**src/rtl/scfg_pkg.sv**
```systemverilog
// Package: shared widths and the computed fill pattern of the array.
// Assumes 32-bit words; the fill is a pure function of the word index.
package scfg_pkg;
    localparam int WORD_W = 32;
    localparam int LANE_W = $clog2(WORD_W);
    localparam logic [31:0] FILL_MULT = 32'h9E37_79B1;
    localparam logic [31:0] FILL_SEED = 32'hC3A5_0F96;

    // Content of one array word, derived arithmetically from its index.
    function automatic logic [WORD_W-1:0] fill_word(input logic [31:0] idx);
        logic [31:0] prod;
        prod = idx * FILL_MULT;
        return prod ^ FILL_SEED;
    endfunction
endpackage

```
**src/rtl/scfg_addr_ctr.sv**
```systemverilog
// Bit counter: walks the array one bit per enabled edge and stops at the end.
// Assumes clr and rst_n are synchronous; TOTAL fits in ADDR_W bits.
module scfg_addr_ctr #(
    parameter int TOTAL  = 128,
    parameter int ADDR_W = 8
) (
    input  logic              clk,
    input  logic              rst_n,
    input  logic              clr,
    input  logic              step,
    output logic [ADDR_W-1:0] bit_idx,
    output logic              at_end
);
    localparam logic [ADDR_W-1:0] LAST_CNT = ADDR_W'(TOTAL);

    // End flag: high once every bit of the array has been sent.
    assign at_end = (bit_idx == LAST_CNT);

    // Counter update: clear first, then move on by one until the end.
    always_ff @(posedge clk) begin
        if (!rst_n || clr) begin
            bit_idx <= '0;
        end else if (step && !at_end) begin
            bit_idx <= bit_idx + 1'b1;
        end
    end
endmodule

```
**src/rtl/scfg_word_src.sv**
```systemverilog
// Bit source: fetches the word at the current count and picks the bit, MSB first.
// Assumes the low LANE_W bits of the count are the position inside the word.
module scfg_word_src #(
    parameter int ADDR_W = 8
) (
    input  logic [ADDR_W-1:0] bit_idx,
    output logic              bit_val
);
    import scfg_pkg::*;

    localparam int SEL_W = ADDR_W - LANE_W;

    logic [SEL_W-1:0]  word_sel;
    logic [LANE_W-1:0] lane;
    logic [LANE_W-1:0] pos;
    logic [WORD_W-1:0] word_val;

    // Split the count into word index and position inside the word.
    assign word_sel = bit_idx[ADDR_W-1:LANE_W];
    assign lane     = bit_idx[LANE_W-1:0];

    // Compute the word and take the bit from the top end first.
    always_comb begin
        word_val = fill_word(32'(word_sel));
        pos      = LANE_W'(WORD_W - 1) - lane;
        bit_val  = word_val[pos];
    end
endmodule

```
**src/rtl/scfg_pin_ctl.sv**
```systemverilog
// Pin control: decodes the shared reset/enable pin and drives pad and cascade.
// Assumes RST_POL names the level of rst_oe that means reset.
module scfg_pin_ctl #(
    parameter bit RST_POL = 1'b1
) (
    input  logic rst_n,
    input  logic rst_oe,
    input  logic ce_n,
    input  logic at_end,
    input  logic bit_val,
    output logic rst_act,
    output logic step,
    output logic drv_en,
    output logic data_o,
    output logic cas_n
);
    // Decode the shared pin and gate the counter and pad.
    always_comb begin
        rst_act = (rst_oe == RST_POL);
        step    = rst_n && !rst_act && !ce_n;
        drv_en  = step && !at_end;
        data_o  = drv_en & bit_val;
        cas_n   = !(rst_n && !ce_n && at_end);
    end
endmodule

```
**src/rtl/scfg_stream_rom.sv**
```systemverilog
// Top: serial boot memory reader with shared reset/enable pin and cascade out.
// Assumes the pad outside turns data_oe into a high-impedance state.
module scfg_stream_rom #(
    parameter int DEPTH_WORDS = 1134,
    parameter bit RST_POL     = 1'b1
) (
    input  logic clk,
    input  logic rst_n,
    input  logic ce_n,
    input  logic rst_oe,
    output logic data_o,
    output logic data_oe,
    output logic cas_n
);
    import scfg_pkg::*;

    localparam int TOTAL  = DEPTH_WORDS * WORD_W;
    localparam int ADDR_W = $clog2(TOTAL + 1);

    logic [ADDR_W-1:0] bit_idx;
    logic              at_end;
    logic              rst_act;
    logic              step;
    logic              drv_en;
    logic              bit_val;

    scfg_addr_ctr #(.TOTAL(TOTAL), .ADDR_W(ADDR_W)) ctr_i (
        .clk     (clk),
        .rst_n   (rst_n),
        .clr     (rst_act),
        .step    (step),
        .bit_idx (bit_idx),
        .at_end  (at_end)
    );

    scfg_word_src #(.ADDR_W(ADDR_W)) src_i (
        .bit_idx (bit_idx),
        .bit_val (bit_val)
    );

    scfg_pin_ctl #(.RST_POL(RST_POL)) pin_i (
        .rst_n   (rst_n),
        .rst_oe  (rst_oe),
        .ce_n    (ce_n),
        .at_end  (at_end),
        .bit_val (bit_val),
        .rst_act (rst_act),
        .step    (step),
        .drv_en  (drv_en),
        .data_o  (data_o),
        .cas_n   (cas_n)
    );

    // Pad enable follows the internal drive decision.
    assign data_oe = drv_en;
endmodule

```
**config.mk**
```make
export PLATFORM = sky130hd
export DESIGN_NAME = scfg_stream_rom
export DESIGN_NICKNAME = d
export VERILOG_FILES = /design/src/rtl/scfg_pkg.sv /design/src/rtl/scfg_addr_ctr.sv /design/src/rtl/scfg_word_src.sv /design/src/rtl/scfg_pin_ctl.sv /design/src/rtl/scfg_stream_rom.sv
export SDC_FILE = /design/constraint.sdc
export NUM_CORES = 1
export LEC_CHECK = 0
export CORE_ASPECT_RATIO = 0.6
export CORE_UTILIZATION = 55
export CTS_CLUSTER_DIAMETER = 100
export DETAILED_ROUTE_END_ITERATION = 12
export PLACE_DENSITY_LB_ADDON = 0.05
export SETUP_SLACK_MARGIN = 0.3
export SLEW_MARGIN = 20
export SYNTH_ARGS = -nofsm -noshare
export SYNTH_HDL_FRONTEND = slang
export SYNTH_SLANG_ARGS = --single-unit
```
**constraint.sdc**
```tcl
create_clock -name clk -period 20 [get_ports clk]
set_input_delay 6 -clock clk [delete_from_list [all_inputs] [get_ports clk]]
set_output_delay 6 -clock clk [all_outputs]
set_load 0.005 [all_outputs]
```
# [After elaboration in Yosys (flattened, before gate mapping)]
# Cells that the tools add are included.
[totals] output_inout_bits=3 in_bits=4 elab_cells=21 regBits=16
[op_classes] mul=1 bitwise_logic=2 reduce_logical=11 n_lt_le_gt_ge=1 n_mux=2 add_sub_neg=2 n_eq_ne=1
[ops] operator="$mul A11 B32 Y32 const B" count=1
[ops] operator="$add A16 B1 Y16 const B" count=1
[ops] operator="$eq A16 B16 Y1 const B" count=1
[ops] operator="$not A16 Y16" count=1
[ops] operator="$lt A5 B6 Y1 const B" count=1
[ops] operator="$bmux W1 S5" count=1
[ops] operator="$logic_and A1 B1 Y1" count=5
[ops] operator="$logic_not A1 Y1" count=5
[ops] operator="$sub A5 B5 Y5 const A" count=1
[ops] operator="$and A1 B1 Y1" count=1
[ops] operator="$logic_or A1 B1 Y1" count=1
[ops] operator="$mux W1" count=1

# [Logic depth before layout (Yosys ltp)]
[depth] depth_word=5 mapped_depth=22 ltp_nobuf=21

# [Cells and area by module]
# From an unflattened synthesis, not the netlist that was laid out.
[unflattened] cells_unflattened=668 area_unflattened_um2=5899.4
[by_module_without_submodules] module="scfg_word_src" seq_area_each_um2=0.0 area_per_inst_um2=5036.1 cells_each=570 n_inst=1
[by_module_without_submodules] module="scfg_addr_ctr" seq_area_each_um2=320.3 area_per_inst_um2=810.8 cells_each=93 n_inst=1
[by_module_without_submodules] module="scfg_pin_ctl" seq_area_each_um2=0.0 area_per_inst_um2=52.6 cells_each=5 n_inst=1

# [Least setup slack after synthesis]
# OpenSTA, ideal clock, no wires.
[synth_timing] path_kind="input to output" startpoint="in ce_n" endpoint="out data_o" cell_stages=5 slack_ps=6881 n_path_buf=0 arrival_time_ps=7119 required_ps=14000 path_cell_list="nor4b_2 > nand3b_1 > a41oi_1 > a22o_1 > a41o_1"
[synth_between] elab_chain_len=4
[synth_lines] element="start: declaration" line="scfg_stream_rom.sv:9" source="input logic ce_n,"
[synth_lines] element="$logic_not A1 Y1" line="scfg_pin_ctl.sv:20" source="step = rst_n && !rst_act && !ce_n;"
[synth_lines] element="$logic_and A1 B1 Y1" line="scfg_pin_ctl.sv:20"
[synth_lines] element="$logic_and A1 B1 Y1" line="scfg_pin_ctl.sv:21" source="drv_en = step && !at_end;"
[synth_lines] element="$and A1 B1 Y1" line="scfg_pin_ctl.sv:22" source="data_o = drv_en & bit_val;"
[synth_lines] element="end: declaration" line="scfg_stream_rom.sv:11" source="output logic data_o,"
# Every way passes these cells.

# [Worst setup path in the final report]
# Same ends and word-level chain as after synthesis.

==> flow_summary.toml <==
[run_status]
outcome = "completed"

[worst_setup_path]
path_cells = "clkdlybuf4s50_1 -> nor4b_2 -> nand3b_1 -> a41oi_1 -> a22o_1 -> a41o_1 -> clkdlybuf4s50_1"
worst_setup_path_end_kind = "primary output"
cp_data_arrival_time_ns = 8.32
critPathSlowestCell = "nor4b_2"
cp_common_cell = "clkdlybuf4s50_1"
crit_path_max_fanout = 8
critPathLaunchType = "primary input"
slowest_delay_ns = 0.75
crit_type = "primary input to primary output"
cp.required_ns = 14.00

[clocking]
cts.sinks = 16
cts_tree = "yes"
htree_levels = 1
ctsHoldBuffers = 0
cts_buffer_depth = 2
path_clk_slew_ns = 0.06
cts-resized-gates = 0
cts_buffers = 3
cts_setup_buffers = 0
insertion_delay_ns = 0.26
clockRootBuffer = "clkbuf_16"

[floorplanning]
initial_core_util = 0.5772
die_h_um = 81.43
core.rowCount = 28
die_area_mm2 = 0.01094
core_area_mm2 = 0.01002
io_pins = 7
die_w_um = 134.4

[grt]
track_usage = 0.2998
grt_pass1_wl_um = 24180
grt_antenna_before_repair = 0
grt_start_max_net_pins = 24
grt_pass1_vias = 4476
gr-total-overflow = 0

[cells_and_area]
reg.largest.list = "ctr_i.bit_idx: 16 flops"
largest_register_ffs = 16
final_core_util = 0.6060
drive_above_1_share = 0.03653
syn_to_final_growth_pct = 4.998
largest-register = "ctr_i.bit_idx"
n_antenna_cell = 0
fin_area_mm2 = 0.006072
finalNetCount = 844

[min_path]
hold_class = "flop to flop"

[sta]
rsz0062_at_grt = "false"
worst-slew-pin-transition_ns = 0.8855
setup_violations = 0
maxSlewHeadroom = 0.4089
worst_clock_skew_ns = 0.009522
whs_ns = 0.6636
finalCritPeriodShare = 0.7161
max_freq_mhz = 69.82
finalCriticalPeriod_ns = 14.32
tns_ns = 0
drv_slew = 0
hold_viol_final = 0

[placed_design]
place_area_mm2 = 0.005983
hpwl_um = 12740
routabilityCongestion = 0.9308
port_buffers = 6

[synthesis]
synth_ff_type = "dfxtp_1"
async_flop_share = 0
syn_inst = 656
synth_top_area_share = 0.3254
synth-edff-count = 0
synth_area_leaders = "fa_1, ha_1, inv_1, dfxtp_1, xnor2_1"
synth_area_per_cell_um2 = 8.816
ys_seq_elements = 16
ys.warnings.count = 0
yosysTopAreaCell = "fa_1"
ys_types = 64
netlist_area_mm2 = 0.005783
seq_area_frac_synth = 0.05539
synth_nets = 842

[route]
wl_per_cell_um = 18.63
initialDrtViolationCount = 372
first_pass_iters = 5
num_vias = 4487
drc = 0
via_per_inst = 5.665
wl_um = 14760
antenna_left = 0

[pwr]
p_leak_nw = 3.159
p_per_area_mw_per_mm2 = 13.34
power.total_mw = 0.08101
ir_worst_vdd_mv = 0.03173

[run]
cap_violations = 0
==> layout by cell type (no fill, tap or decap), types with 14 or more instances in the layout <==
cell type | synthesis | final
dfxtp_1 | 16 | 16
o21ai_0 | 14 | 14
inv_1 | 168 | 168
a21oi_1 | 17 | 17
nor2_1 | 38 | 38
fa_1 | 94 | 94
ha_1 | 88 | 88
nand2_1 | 36 | 36
xnor2_1 | 23 | 23
==> power by group <==
part / internal, mW / total (mW) / switching, mW
registers: 0.0320 / 0.0321 / 0.000128
clock network: 0.0305 / 0.0449 / 0.0144
logic: 0.00177 / 0.00405 / 0.00228
==> layer usage <==
metal	global-route usage	part of all wire	vias up
met3	0.04383	0.077	12
met5	0	0	-
li1	-	-	2116
met2	0.4622	0.42	151
met4	0.05393	0.011	0
met1	0.4514	0.49	2208
==> stage by stage <==
stage               worst slack [ns]  cells
floorplan                      6.881    656
global placement               5.731    788
detailed placement             5.685    788
CTS                            5.671    792
global route                   5.527    792
finish                         5.677    792
==> cells in the mapped netlist, types with 5 or more instances <==
library cell,number
a21o_1,10
xor2_1,12
a211oi_1,5
xnor2_1,23
o21ai_0,14
nor3_1,12
nand3_1,11
nor2b_1,7
nand2_1,36
nor2_1,38
ha_1,88
nand4_1,8
fa_1,94
clkbuf_1,5
inv_1,168
a21oi_1,17
buf_2,5
o211ai_1,10
dfxtp_1,16
==> logic make-up (layout without fill, tap and decap cells) <==
kind of cell | Yosys count | count (layout) | share of synthesized area
buffers and inverters | 182 | 183 | 0.1192
muxes | 6 | 6 | 0.01493
adders and majority gates | 182 | 182 | 0.5158
xor gates and xnor gates | 36 | 36 | 0.05690
AOI/OAI and AO/OA | 97 | 97 | 0.1220
and+or+nand+nor | 137 | 137 | 0.1157
DFF | 16 | 16 | 0.05539
==> cell type report <==
class                           instances  area, um2
Clock buffer                            4      88.84
Fill cell                             918       3948
Inverter                              170      638.1
Multi-Input combinational cell        458       4773
Sequential cell                        16      320.3
Tap cell                              135      168.9
Timing Repair Buffer                    9      82.58
==> worst paths after layout <==
| path | cells past startpoint | slack, ns | startpoint | to |
|---|---|---|---|---|
| hold / removal | 2 | 0.66 | ctr_i.bit_idx[4] | ctr_i.bit_idx[4] |
| setup reg to reg | 10 | 16.99 | ctr_i.bit_idx[1] | ctr_i.bit_idx[2] |
| hold reg to reg | 2 | 0.66 | ctr_i.bit_idx[4] | ctr_i.bit_idx[4] |
| setup / recovery | 7 | 5.68 | ce_n | data_o |
==> worst max-delay path, delay by kind of cell <==
kind	cells	cell delay, ns
buffers and inverters	2	0.95
AND/OR/NAND/NOR	2	0.93
AO/OA/AOI/OAI	3	0.44
Power figures use the tool's default switching activity.
